`src/rtl/sw_pkg.sv`:
```
package sw_pkg;

    typedef enum logic [1:0] {
        SRC_CPU    = 2'd0,
        SRC_CREQ   = 2'd1,
        SRC_RSP    = 2'd2,
        SRC_REPLAY = 2'd3
    } src_e;

    typedef enum logic [3:0] {
        LN_INV         = 4'd0,
        LN_SHR         = 4'd1,
        LN_EXC         = 4'd2,
        LN_MOD         = 4'd3,
        LN_RD_WAIT     = 4'd4,
        LN_WR_WAIT     = 4'd5,
        LN_UPG_WAIT    = 4'd6,
        LN_RD_WAIT_INV = 4'd7,
        LN_EVICT_WAIT  = 4'd8,
        LN_SINK_ACK    = 4'd9
    } line_st_e;

    localparam logic [2:0] RK_PART_ACK  = 3'd0;
    localparam logic [2:0] RK_DATA_DONE = 3'd1;
    localparam logic [2:0] RK_GRANT     = 3'd2;
    localparam logic [2:0] RK_WB_ACK    = 3'd3;
    localparam logic [2:0] RK_DATA_PEND = 3'd4;

    // Line is between stable states: a processor access must wait.
    function automatic logic is_transient(logic [3:0] st);
        return (st >= LN_RD_WAIT) && (st <= LN_SINK_ACK);
    endfunction

    // Response kinds that close the outstanding transaction on their line.
    function automatic logic rsp_completes(logic [2:0] k);
        return (k == RK_DATA_DONE) || (k == RK_GRANT) || (k == RK_WB_ACK);
    endfunction

endpackage

```
`src/rtl/sw_arbiter.sv`:
```
module sw_arbiter #(
    parameter int N = 4
) (
    input  logic [N-1:0] req,
    output logic [N-1:0] gnt
);
    // Fixed priority: lowest index wins (isolate lowest set bit).
    assign gnt = req & (~req + N'(1));
endmodule

```
`src/rtl/sw_wait_store.sv`:
```
module sw_wait_store #(
    parameter int ADDR_W = 8,
    parameter int DEPTH  = 8,
    parameter int OP_W   = 2
) (
    input  logic              clk,
    input  logic              rst,
    input  logic              wake_en,
    input  logic [ADDR_W-1:0] wake_addr,
    input  logic              park_en,
    input  logic [ADDR_W-1:0] park_addr,
    input  logic [OP_W-1:0]   park_op,
    input  logic              pop_en,
    output logic              full,
    output logic              rel_avail,
    output logic [ADDR_W-1:0] rel_addr,
    output logic [OP_W-1:0]   rel_op
);
    localparam int CNT_W = $clog2(DEPTH + 1);
    localparam int IDX_W = (DEPTH > 1) ? $clog2(DEPTH) : 1;

    typedef struct packed {
        logic [ADDR_W-1:0] addr;
        logic [OP_W-1:0]   op;
    } ent_t;

    // Entries are kept compacted in arrival order: slot 0 is the oldest.
    logic [DEPTH-1:0] vld_q, rel_q, vld_n, rel_n, rel_w, hit;
    ent_t             ent_q [DEPTH];
    ent_t             ent_n [DEPTH];
    logic [CNT_W-1:0] cnt_q, cnt_mid, cnt_n;
    logic [IDX_W-1:0] head_idx;
    logic             head_found;

    for (genvar g = 0; g < DEPTH; g++) begin : g_match
        assign hit[g] = vld_q[g] && (ent_q[g].addr == wake_addr);
    end

    // Oldest released entry.
    always_comb begin
        head_found = 1'b0;
        head_idx   = '0;
        for (int i = DEPTH - 1; i >= 0; i--) begin
            if (vld_q[i] && rel_q[i]) begin
                head_found = 1'b1;
                head_idx   = IDX_W'(i);
            end
        end
    end

    assign rel_avail = head_found;
    assign rel_addr  = ent_q[head_idx].addr;
    assign rel_op    = ent_q[head_idx].op;
    assign full      = (cnt_q == CNT_W'(DEPTH));

    // Next state: wakeup on existing entries first, then removal, then append.
    always_comb begin
        rel_w   = rel_q | (wake_en ? hit : '0);
        cnt_mid = cnt_q - (pop_en ? CNT_W'(1) : CNT_W'(0));
        for (int i = 0; i < DEPTH; i++) begin
            int src;
            src = (pop_en && (i >= int'(head_idx))) ? i + 1 : i;
            if (src < DEPTH) begin
                vld_n[i] = vld_q[src];
                rel_n[i] = rel_w[src];
                ent_n[i] = ent_q[src];
            end else begin
                vld_n[i] = 1'b0;
                rel_n[i] = 1'b0;
                ent_n[i] = '0;
            end
            if (park_en && (i == int'(cnt_mid))) begin
                vld_n[i] = 1'b1;
                rel_n[i] = 1'b0;
                ent_n[i] = '{addr: park_addr, op: park_op};
            end
        end
        cnt_n = cnt_mid + (park_en ? CNT_W'(1) : CNT_W'(0));
    end

    always_ff @(posedge clk) begin
        if (rst) begin
            vld_q <= '0;
            rel_q <= '0;
            cnt_q <= '0;
            for (int i = 0; i < DEPTH; i++) ent_q[i] <= '0;
        end else begin
            vld_q <= vld_n;
            rel_q <= rel_n;
            cnt_q <= cnt_n;
            for (int i = 0; i < DEPTH; i++) ent_q[i] <= ent_n[i];
        end
    end

    p_no_overflow_r7: assert property (@(posedge clk) disable iff (rst)
        park_en |-> !full);

    p_count_matches_r7: assert property (@(posedge clk) disable iff (rst)
        cnt_q == CNT_W'($countones(vld_q)));

    p_pop_has_entry_r5: assert property (@(posedge clk) disable iff (rst)
        pop_en |-> rel_avail);

    p_pop_shrinks_r5: assert property (@(posedge clk) disable iff (rst)
        (pop_en && !park_en) |=> (cnt_q == $past(cnt_q) - CNT_W'(1)));

endmodule

```
`src/rtl/stall_wake_buf.sv`:
```
module stall_wake_buf #(
    parameter int ADDR_W = 8,
    parameter int DEPTH  = 8
) (
    input  logic              clk,
    input  logic              rst,
    input  logic              rsp_valid,
    input  logic [2:0]        rsp_kind,
    input  logic [ADDR_W-1:0] rsp_addr,
    input  logic              creq_valid,
    output logic              creq_ready,
    input  logic [1:0]        creq_kind,
    input  logic [ADDR_W-1:0] creq_addr,
    input  logic              cpu_valid,
    output logic              cpu_ready,
    input  logic [1:0]        cpu_op,
    input  logic [ADDR_W-1:0] cpu_addr,
    input  logic [3:0]        cpu_line_st,
    output logic              out_valid,
    output logic [1:0]        out_src,
    output logic [2:0]        out_op,
    output logic [ADDR_W-1:0] out_addr,
    output logic              wake_valid,
    output logic [ADDR_W-1:0] wake_addr
);
    import sw_pkg::*;

    localparam int NSRC = 4;
    localparam int OP_W = 2;

    logic              transient, full, rel_avail, park_en, cpu_go;
    logic [ADDR_W-1:0] rel_addr;
    logic [OP_W-1:0]   rel_op;
    logic [NSRC-1:0]   req, gnt;
    src_e              src;

    assign transient = is_transient(cpu_line_st);
    assign cpu_go    = cpu_valid && !transient && !full;
    assign park_en   = cpu_valid && transient && !full;

    // Priority index order: response, coherence request, replay, processor.
    assign req = {cpu_go, rel_avail, creq_valid, rsp_valid};

    sw_arbiter #(.N(NSRC)) arb_i (
        .req (req),
        .gnt (gnt)
    );

    assign wake_valid = rsp_valid && rsp_completes(rsp_kind);
    assign wake_addr  = rsp_addr;

    sw_wait_store #(.ADDR_W(ADDR_W), .DEPTH(DEPTH), .OP_W(OP_W)) store_i (
        .clk       (clk),
        .rst       (rst),
        .wake_en   (wake_valid),
        .wake_addr (rsp_addr),
        .park_en   (park_en),
        .park_addr (cpu_addr),
        .park_op   (cpu_op),
        .pop_en    (gnt[2]),
        .full      (full),
        .rel_avail (rel_avail),
        .rel_addr  (rel_addr),
        .rel_op    (rel_op)
    );

    assign creq_ready = !rsp_valid;
    assign cpu_ready  = !full && (transient || (!rsp_valid && !creq_valid && !rel_avail));

    always_comb begin
        src      = SRC_CPU;
        out_op   = {1'b0, cpu_op};
        out_addr = cpu_addr;
        if (gnt[0]) begin
            src      = SRC_RSP;
            out_op   = rsp_kind;
            out_addr = rsp_addr;
        end else if (gnt[1]) begin
            src      = SRC_CREQ;
            out_op   = {1'b0, creq_kind};
            out_addr = creq_addr;
        end else if (gnt[2]) begin
            src      = SRC_REPLAY;
            out_op   = {1'b0, rel_op};
            out_addr = rel_addr;
        end
    end

    assign out_valid = |gnt;
    assign out_src   = src;

    p_one_grant_r1: assert property (@(posedge clk) disable iff (rst)
        $onehot0(gnt));

    p_rsp_first_r1: assert property (@(posedge clk) disable iff (rst)
        rsp_valid |-> (out_valid && out_src == SRC_RSP));

    p_creq_no_wake_r3: assert property (@(posedge clk) disable iff (rst)
        (out_valid && out_src == SRC_CREQ) |-> !wake_valid);

    p_wake_on_rsp_r4: assert property (@(posedge clk) disable iff (rst)
        wake_valid |-> (out_src == SRC_RSP && wake_addr == out_addr));

    p_replay_first_r6: assert property (@(posedge clk) disable iff (rst)
        (out_valid && out_src == SRC_CPU) |-> !rel_avail);

    p_full_blocks_r7: assert property (@(posedge clk) disable iff (rst)
        full |-> !cpu_ready);

endmodule

```
`config.mk`:
```
export PLATFORM = sky130hd
export DESIGN_NAME = stall_wake_buf
export DESIGN_NICKNAME = d
export VERILOG_FILES = /design/src/rtl/sw_pkg.sv /design/src/rtl/sw_arbiter.sv /design/src/rtl/sw_wait_store.sv /design/src/rtl/stall_wake_buf.sv
export SDC_FILE = /design/constraint.sdc
export NUM_CORES = 1
export LEC_CHECK = 0
export BUFFER_PORTS_ARGS = -buffer_cell sky130_fd_sc_hd__buf_4
export CAP_MARGIN = 20
export CORE_UTILIZATION = 56
export CTS_BUF_LIST = sky130_fd_sc_hd__clkbuf_4 sky130_fd_sc_hd__clkbuf_8
export CTS_CLUSTER_DIAMETER = 60
export DETAILED_ROUTE_END_ITERATION = 6
export PLACE_DENSITY = 0.89
export SETUP_SLACK_MARGIN = 0.02
export SYNTH_ARGS = -nofsm -noshare
export SYNTH_HDL_FRONTEND = slang
export SYNTH_HIERARCHICAL = 1
export SYNTH_SLANG_ARGS = --single-unit
```
`constraint.sdc`:
```
create_clock -name clk -period 3.7 [get_ports clk]
set_input_delay 0.74 -clock clk [delete_from_list [all_inputs] [get_ports clk]]
set_output_delay 0.74 -clock clk [all_outputs]
set_load 0.01 [all_outputs]
```
=== Yosys cells after proc, flatten, opt, wreduce, memory -nomap -nowiden ===
Memory sizes are Yosys's and may differ from the RTL's.
Index checks and enable logic that the tools add are counted.

* Register bits: 20
* Memory bits (writable): 80
* Output and inout bits: 25
* Logic and storage cells: 262
* Memories: 1

{| class="wikitable"
|+ Memories
! memory !! words !! width !! rd ports !! clocked after Yosys merged registers in !! write ports !! RTL line !! text
|-
| store_i.ent_q || 8 || 10 || 17 || 0 || 8 || sw_wait_store.sv:29 || <nowiki>ent_t ent_q [DEPTH];</nowiki>
|}

* Add/subtract/negate cells: 3
* Magnitude comparators: 25
* Equal/unequal tests: 19
* Multiplexer cells: 127
* Bitwise operators: 19
* Reduce and logical (&&, ||, !) cells: 58

{| class="wikitable"
|+ Operators with widths
! cell !! count
|-
| < comparator 32 x 5 -> 1 bit, second input constant || 16
|-
| 2-to-1 mux 10 bit || 24
|-
| 2-to-1 mux 1 bit || 65
|-
| equality test 8 bit || 8
|-
| binary-select mux 1 bit (select 3 bit) || 16
|-
| logical AND 1 bit || 40
|-
| 2-to-1 mux 8 bit || 4
|-
| 2-to-1 mux 3 bit || 10
|-
| OR reduction 3 bit || 8
|-
| equality test 4 bit, first input constant || 4
|-
| 2-to-1 mux 2 bit || 7
|-
| greater-or-equal comparator 3 bit, first input constant || 3
|-
| equality test 3 x 4 -> 1 bit, first input constant || 2
|-
| inverter 1 bit || 8
|-
| bitwise OR 1 bit || 8
|-
| bitwise OR 8 bit || 1
|-
| equality test 3 x 2 -> 1 bit, second input constant || 2
|-
| greater-or-equal comparator 1 x 3 -> 1 bit, first input constant || 2
|-
| greater-or-equal comparator 2 x 3 -> 1 bit, first input constant || 2
|-
| zero test 1 bit || 5
|-
| adder 4 x 1 -> 4 bit, second input constant || 1
|-
| adder 4 bit || 1
|-
| AND 4 bit || 1
|-
| equality test 2 x 4 -> 1 bit, first input constant || 1
|-
| 10 further kinds || 12
|}

=== Logic depth before layout (Yosys ltp) ===
Gate-level depths: netlist (run 1).

* Word-level depth: 19
* Depth in mapped cells: 13
* Depth with buffers taken out: 10

=== By module ===
Netlist (run 1), hierarchy kept.

{| class="wikitable"
|+ By module, submodules not included
! module !! times used !! cells an instance !! area each (sq um)
|-
| sw_wait_store || 1 || 790 || 6,178.4
|-
| stall_wake_buf || 1 || 71 || 549.3
|-
| sw_arbiter || 1 || 4 || 36.3
|}

=== Least setup slack after synthesis (run 1) ===
No wires, ideal clock.

* Kind: register to register
* Start: register store_i.vld_q[3]
* End: memory store_i/ent_q[2][1] in the netlist's numbering
* Arrival time: 3,505 ps
* Required time: 3,609 ps
* Setup slack: 104 ps
* Stages on the path, launching flop included: 13
* Buffers on the path: 3
* Cells stage by stage: dfxtp_1 > a22oi_4 > clkbuf_1 > nand4_1 > nor3b_1 > ha_1 > ha_1 > clkbuf_1 > nand3b_1 > a21boi_2 > or2_2 > buf_2 > a311oi_1

{| class="wikitable"
|+ RTL lines
! what !! RTL line !! text
|-
| start: declaration || sw_wait_store.sv:28 || <nowiki>logic [DEPTH-1:0] vld_q, rel_q, vld_n, rel_n, rel_w, hit;</nowiki>
|-
| start signal: assignment || sw_wait_store.sv:88 || <nowiki>vld_q <= vld_n;</nowiki>
|-
| end: declaration || sw_wait_store.sv:29 ||
|}

=== Worst setup path in the final report (run 1) ===
* Start: register store_i.rel_q[3]
* End: output port out_addr[6]

* Elaborated cells on any way between the ends: 16

{| class="wikitable"
|+ RTL lines
! what !! RTL line !! text
|-
| start: declaration || sw_wait_store.sv:28 ||
|-
| start signal: assignment || sw_wait_store.sv:89 || <nowiki>rel_q <= rel_n;</nowiki>
|-
| logical AND 1 bit || sw_wait_store.sv:44 || <nowiki>if (vld_q[i] && rel_q[i]) begin</nowiki>
|-
| 2-to-1 mux 3 bit (4 in a row) || sw_wait_store.sv:44 ||
|-
| memory read (8 x 10 bit) || -- ||
|-
| net rel_addr[6] || stall_wake_buf.sv:32 || <nowiki>logic [ADDR_W-1:0] rel_addr;</nowiki>
|-
| 2-to-1 mux 8 bit || stall_wake_buf.sv:82 || <nowiki>end else if (gnt[2]) begin</nowiki>
|-
| 2-to-1 mux 8 bit || stall_wake_buf.sv:78 || <nowiki>end else if (gnt[1]) begin</nowiki>
|-
| 2-to-1 mux 8 bit || stall_wake_buf.sv:74 || <nowiki>if (gnt[0]) begin</nowiki>
|-
| end: declaration || stall_wake_buf.sv:22 || <nowiki>output logic [ADDR_W-1:0] out_addr,</nowiki>
|}

The timed path passes the listed nets, and every way through them passes these cells.

==> summary.md, run 1 <==
| Metric | Value |
|---|---|
| Result of the run | `complete, no violations` |
| Share of the clock period used by the worst path | `96.2%` |
| Worst ir drop on vdd | `0.225 mV` |
| Floorplan die width | `112 µm` |
| Sequential share of the synthesized area | `29.6%` |
| I/O Pins | `65` |
| Max-slew violation count | `0` |
| Count of buffers from port buffering | `63` |
| GRT Resource Usage Total | `37.6%` |
| Switching power share of the total | `27.4%` |
| DP Worst Slack | `0.405 ns` |
| Fin Setup TNS | `0 ns` |
| Combinational Power Share | `13.6%` |
| Net switching power | `582 µW` |
| Proportion of power drawn by flip-flops and latches | `52.2%` |
| Synthesized instance count | `865` |
| Number of setup violations in the final report | `0` |
| Number of distinct library cell variants in the gate-level netlist after synthesis | `61` |
| Die span in y | `112 µm` |
| Clock H-tree levels | `3` |
| Worst path max stage delay | `0.50 ns` |
| Synthesis-to-finish area growth | `9.10%` |
| Avg Cell Area, Syn | `7.82 µm²` |
| Core Area | `0.0116 mm²` |
| Element type at the critical path end | `primary output` |
| Worst clock skew | `0.00840 ns` |
| Overflow left after global routing | `0` |
| Clock tree from TritonCTS | `yes` |
| Largest net degree at the start of global routing | `101` |
| Number of antenna violations at the first check in global routing | `0` |
| Buffer levels on the longest clock path | `2` |
| Core utilization of the finished layout | `63.5%` |
| Number of DRC violations after detailed routing | `0` |
| Number of DRC markers after the initial detailed-route iteration | `1268` |
| Worst reg-to-reg setup slack | `0.24 ns` |
| Worst-case setup margin in the final layout | `0.139 ns` |
| Worst slew margin relative to its limit | `26.9%` |
| Max-cap viol count | `0` |
| Clk sink count | `100` |
| RSZ-0062 raised after global routing | `false` |
| Final antenna-violating net count | `0` |
| Fraction of power consumed by the clock network | `34.2%` |
| Initial cell density of the core | `58.2%` |
| Final worst path period need | `3.56 ns` |
| Detail-routed net length per standard cell | `23.5 µm` |
| Internal power contribution | `1.54 mW` |
| Clk root buf | `clkbuf_8` |
| Leak pwr | `2.61 nW` |
| Synthesized Nets | `909` |
| Number of nets in the layout | `915` |
| Max Fclk | `0.281 GHz` |
| Number of enable flip-flop cells after synthesis | `0` |
| Setup Crit Path Kind | `flop to primary output` |
| Critical Path Start Type | `flop` |
| Via count of the first global-routing pass | `6370` |
| Number of diodes | `0` |
| Ys flop type | `dfxtp_1` |
| Slowest CP cell | `dfxtp_1` |
| Hold crit path type | `flop to flop` |
| RD Place Congestion | `1.05` |
| Total power per unit cell area | `288 mW/mm²` |
| First-pass GRT wire length | `36000 µm` |
| Synthesis-stage register bit count | `100` |
| Site Rows | `39` |
| Crit path required time | `2.96 ns` |
| Ratio of cells with drive above 1 in the final layout | `15.9%` |
| Sum of net half-perimeters after detailed placement | `16100 µm` |
| YS warnings | `6` |
| First-pass DRT Iterations | `6` |
| Wire length after detailed routing | `24000 µm` |
| Synthesized cell area | `0.00676 mm²` |
| Clock buffer count from CTS | `9` |
| Clk slew on worst S/H paths | `0.10 ns` |
| Critical path, cell by cell | `a22o_1 > a31o_2 > a41o_2 > mux2_2 > o22a_1 > mux2i_1 > a211oi_2 > buf_4` |
| Worst endpoint data arrival time | `2.82 ns` |
| Routed via count divided by cell count | `7.03` |
| Async set or reset register ratio after synthesis | `0%` |
| Clk_lat worst skew | `0.37 ns` |
| Die Footprint | `0.0125 mm²` |
| Crit Path Max Fanout | `25` |
| Worst-Margin Slew | `1.10 ns` |
| Hold Violations, Final | `0` |
| DR vias | `7166` |
state kept, by name, summed over array words and instances (netlist names):
signal,count
store_i/ent_q,80
store_i/vld_q,8
store_i/rel_q,8
store_i/cnt_q,4
logic make-up (layout without fill, tap and decap cells):
logic type	after synthesis	in the layout	synth area share, %
buffers and inverters	101	111	6.94
AND/OR/NAND/NOR	336	337	23.7
adder cells (fa/ha/maj)	4	4	0.740
XOR/XNOR	68	68	8.81
multiplexers	23	23	3.44
flip-flops	100	100	29.6
AO/OA/AOI/OAI	233	233	26.8
routing by layer:
metal	part of all wire, %	up-vias	global-route usage (%)
li1	-	3163	-
met1	37	3341	48.0
met2	42	525	55.7
met3	14	137	11.4
met4	7.0	0	22.5
met5	0	-	0
power by group through the flow:
stage,registers [mW],logic (mW),clock network [mW]
after floorplan,1.12,0.176,0
after global placement,1.13,0.274,0
after detailed placement,1.13,0.280,0
after CTS,1.11,0.281,0.728
after global routing,1.11,0.303,0.774
final,1.11,0.290,0.726
repair_timing:
action                                  CTS  global route
gates resized for setup                   1             0
buffers inserted                          0             0
gates cloned                              0             1
endpoints found under the setup margin    1             3
hold buffers                              0             0
pin swaps                                 0             1
cells in the final DEF, fill, tap and decap left out, types with 3 or more instances in the layout:
cell type	n
nand2_1	119
dfxtp_1	100
buf_4	87
nor2_1	70
a311oi_1	60
o21ai_0	41
nor3_1	37
xnor2_1	36
xor2_1	32
o22ai_1	29
nand3_1	28
nor2b_1	26
mux2i_1	21
a21oi_1	19
a211oi_2	15
nor3b_1	11
clkbuf_8	10
o22a_1	10
a31oi_1	9
a211o_1	9
inv_1	8
nand4_1	8
a211oi_1	7
and3_1	7
nand2b_1	6
nor4_1	6
a2111oi_0	6
and2_1	5
a22o_1	4
ha_1	4
clkinv_2	3
a31o_2	3
nand3b_1	3
a41oi_1	3
per-stage QoR:
stage                     hold WS, ns  cell area, µm²  instances  power [mW]
after CTS                       0.522            7370       1018        2.11
after global routing            0.552            7380       1019        2.19
final                           0.535            7380       1019        2.12
after global placement          0.498            7170       1002        1.41
after floorplan                 0.468            6760        865        1.30
after detailed placement        0.505            7170       1002        1.41
cell usage after synthesis, drive strengths merged (20+ instances only):
| library cell | count | area share (%) |
|---|---|---|
| nor2b | 26 | 2.4 |
| mux2i | 21 | 3.1 |
| nand3 | 28 | 2.1 |
| dfxtp | 100 | 30 |
| xnor2 | 36 | 4.7 |
| clkbuf | 61 | 3.6 |
| nor2 | 71 | 4.1 |
| o21ai | 41 | 3.0 |
| a211oi | 22 | 3.6 |
| nand2 | 119 | 6.6 |
| a311oi | 60 | 7.8 |
| o22ai | 29 | 2.7 |
| xor2 | 32 | 4.1 |
| a21oi | 20 | 1.5 |
| buf | 32 | 2.9 |
| nor3 | 37 | 2.7 |
worst max-delay path, delay by kind of cell (launching register included):
| family | cells | cell delay [ns] |
|---|---|---|
| buf+inv | 1 | 0.17 |
| mux | 2 | 0.59 |
| flops | 1 | 0.50 |
| compound gates | 5 | 1.17 |
area by class of cell:
cell class                      count  area, µm²
Sequential cell                   100       2000
Inverter                            8       30.0
Clock inverter                      6       62.6
Timing Repair Buffer               87        653
Clock buffer                       10        138
Multi-Input combinational cell    665       4320
Fill cell                         978       4230
Tap cell                          143        179
final timing paths:
path	start	end	depth (start not counted)
worst max-delay path	store_i/rel_q[3]	out_addr[6]	8
worst min-delay path	store_i/ent_q[0][0]	store_i/ent_q[0][0]	2
worst max register to register	store_i/vld_q[5]	store_i/ent_q[5][9]	9
worst min register to register	store_i/ent_q[0][0]	store_i/ent_q[0][0]	2
Note: power is estimated with default switching activity, not from simulation.
==> inputs of run 2 (changes only) <==
--- a/config.mk
+++ b/config.mk
@@ -8,4 +8,5 @@
 export BUFFER_PORTS_ARGS = -buffer_cell sky130_fd_sc_hd__buf_4
 export CAP_MARGIN = 20
+export CORE_MARGIN = 2
 export CORE_UTILIZATION = 56
 export CTS_BUF_LIST = sky130_fd_sc_hd__clkbuf_4 sky130_fd_sc_hd__clkbuf_8
==> constraint.sdc (replaced) <==
create_clock -name clk -period 3.1 [get_ports clk]
set_input_delay 0.31 -clock clk [delete_from_list [all_inputs] [get_ports clk]]
set_output_delay 0.31 -clock clk [all_outputs]
set_load 0.01 [all_outputs]
==> summary.md, run 2 (synthesis results as in run 1) <==
| Metric | Value |
|---|---|
| Buffer levels on the longest clock path | `2 (unchanged)` |
| Element type at the critical path end | `flop` |
| Number of DRC markers after the initial detailed-route iteration | `933 (-26%)` |
| First-pass GRT wire length | `37500 µm (+4.2%)` |
| Worst path top cell family by delay | `compound AO/OA/AOI/OAI gates` |
| Ratio of cells with drive above 1 in the final layout | `18.1% (+2.2 points)` |
| Worst-case setup margin in the final layout | `0.0923 ns (-0.0466 ns)` |
| Critical Path Start Type | `flop` |
| Worst path max stage delay | `0.41 ns (-0.09 ns)` |
| Most common cell after layout, fill and taps aside | `nand2_1` |
| Clock buffer count from CTS | `9 (unchanged)` |
| I/O Pins | `65 (unchanged)` |
| Core Area | `0.0119 mm² (+2.6%)` |
| Site Rows | `40 (+2.6%)` |
| Number of nets in the layout | `936 (+2.3%)` |
| Number of DRC violations after detailed routing | `0 (unchanged)` |
| Registers with the highest flip-flop counts | `store_i/ent_q: 80 flops, store_i/rel_q: 8 flops, store_i/vld_q: 8 flops` |
| Worst ir drop on vdd | `0.266 mV (+18%)` |
| Number of diodes | `0 (unchanged)` |
| Core utilization of the finished layout | `64.0% (+0.46 points)` |
| Floorplan die width | `114 µm (+1.8%)` |
| Number of setup violations in the final report | `0 (unchanged)` |
| Setup Crit Path Kind | `flop to flop` |
| GRT Resource Usage Total | `37.5% (-0.13 points)` |
| Largest net degree at the start of global routing | `88 (-13%)` |
| First-pass DRT Iterations | `7 (+1)` |
| Hold crit path type | `primary input to flop` |
| Overflow left after global routing | `0 (unchanged)` |
| Leak pwr | `2.77 nW (+6.1%)` |
| Crit Path Max Fanout | `7 (-72%)` |
| Die Footprint | `0.0130 mm² (+3.6%)` |
| Clk_lat worst skew | `0.37 ns (about the same)` |
| Commonest cells after routing, fill and taps aside | `nand2_1, buf_4, dfxtp_1, nor2_1, a311oi_1` |
| Total power per unit cell area | `327 mW/mm² (+14%)` |
| Crit path required time | `3.33 ns (+0.37 ns)` |
| DP Worst Slack | `0.0524 ns (-0.352 ns)` |
| Worst slew margin relative to its limit | `36.6% (+9.7 points)` |
| Wire length after detailed routing | `24500 µm (+2.0%)` |
| Share of the clock period used by the worst path | `97.0%` |
| Max-slew violation count | `0 (unchanged)` |
| Initial cell density of the core | `56.8% (-1.5 points)` |
| RD Place Congestion | `1.00 (-4.7%)` |
| Clk slew on worst S/H paths | `0.09 ns (about the same)` |
| Final antenna-violating net count | `0 (unchanged)` |
| Sum of net half-perimeters after detailed placement | `16700 µm (+3.8%)` |
| Clock tree from TritonCTS | `yes` |
| Die span in y | `114 µm (+1.8%)` |
| Clk root buf | `clkbuf_8` |
| Result of the run | `complete, no violations` |
| Detail-routed net length per standard cell | `23.5 µm (-0.21%)` |
| CP Buf/Inv Count | `1 (unchanged)` |
| Number of flip-flops under the largest register name | `80 (unchanged)` |
| Worst-Margin Slew | `0.951 ns (-0.146 ns)` |
| Routed via count divided by cell count | `6.97 (-0.87%)` |
| Fill cell count | `1009 (+3.2%)` |
| Via count of the first global-routing pass | `6808 (+6.9%)` |
| Register name with the most flops | `store_i/ent_q` |
| Critical path, cell by cell | `a22oi_1 > nand4_1 > nor3b_4 > ha_1 > nor2b_1 > mux2_2 > a21boi_4 > buf_4 > nor2_1 > a2111oi_0` |
| DR vias | `7264 (+1.4%)` |
| Max-cap viol count | `0 (unchanged)` |
| Clock H-tree levels | `3 (unchanged)` |
| Final worst path period need | `3.01 ns` |
| Synthesis-to-finish area growth | `12.7%` |
| Slowest CP cell | `a2111oi_0` |
| Number of antenna violations at the first check in global routing | `0 (unchanged)` |
| Max Fclk | `0.332 GHz` |
| Hold Violations, Final | `0 (unchanged)` |
| Count of buffers from port buffering | `63 (unchanged)` |
| Clk sink count | `100 (unchanged)` |
| Worst endpoint data arrival time | `3.24 ns (+0.42 ns)` |
| Fin Setup TNS | `0 ns (unchanged)` |
| RSZ-0062 raised after global routing | `true` |
| Worst clock skew | `0.00932 ns (+0.000924 ns)` |
-- run 2: cell count changes in the layout (fill, tap and decap cells not counted), sizes merged --
cell / before / now
clkinv: 4 / 2
buf: 87 / 108
nand4: 10 / 9
inv: 9 / 8
clkbuf: 10 / 12
-- run 2: tightest hold or removal path, stage by stage --
cell and delay, ns:
buf_4 0.17, nand3_1 0.08, a21oi_1 0.06
-- run 2: metrics by stage --
stage | instances | hold slack, ns | instance area [µm²] | total power, mW
finish | 1042 | 0.298 | 7620 | 2.49
global route | 1042 | 0.295 | 7620 | 2.55
CTS | 1039 | 0.289 | 7570 | 2.47
detailed placement | 1025 | 0.503 | 7380 | 1.69
global placement | 1025 | 0.489 | 7380 | 1.68
floorplan | 865 | 0.468 | 6780 | 1.55
-- run 2: final cells by class --
| class | instances | area, µm² | share of cell area, % |
|---|---|---|---|
| clock inverter | 3 | 40.0 | 0.525 |
| timing repair buffer | 109 | 882 | 11.6 |
| multi-input combinational | 664 | 4350 | 57.0 |
| tap | 147 | 184 | 2.41 |
| sequential | 100 | 2000 | 26.3 |
| inverter | 8 | 30.0 | 0.394 |
| clock buffer | 11 | 139 | 1.82 |
-- run 2: path summary, 6_finish.rpt --
path	start	endpoint	slack (ns)	cells past startpoint
max	store_i/rel_q[7]	store_i/rel_q[0]	0.09	10
min	cpu_op[0]	store_i/ent_q[7][0]	0.30	3
max reg2reg	store_i/rel_q[7]	store_i/rel_q[0]	0.09	10
min reg2reg	store_i/ent_q[1][1]	store_i/ent_q[1][1]	0.53	2
-- run 2: power breakdown --
part           leakage (nW)  total (mW)  switching, mW  internal (mW)
Clock                0.0959       0.820          0.439          0.381
Combinational          1.86       0.352          0.203          0.149
Sequential            0.807        1.32         0.0196           1.30
-- run 2: layer usage --
| layer | routed length [µm] | vias to the layer above | track usage [%] |
|---|---|---|---|
| li1 | - | 3193 | - |
| met5 | 0 | - | 0 |
| met3 | 3130 | 116 | 9.46 |
| met2 | 10900 | 534 | 58.7 |
| met1 | 9150 | 3421 | 47.7 |
| met4 | 1320 | 0 | 19.5 |
-- run 2: timing repair --
action / in CTS / in global routing
endpoints found under the hold margin: 0 / 0
setup buffers: 0 / 2
hold buffers: 0 / 0
gates resized for setup: 3 / 7
pin swaps: 0 / 4
endpoints found under the setup margin: 2 / 31
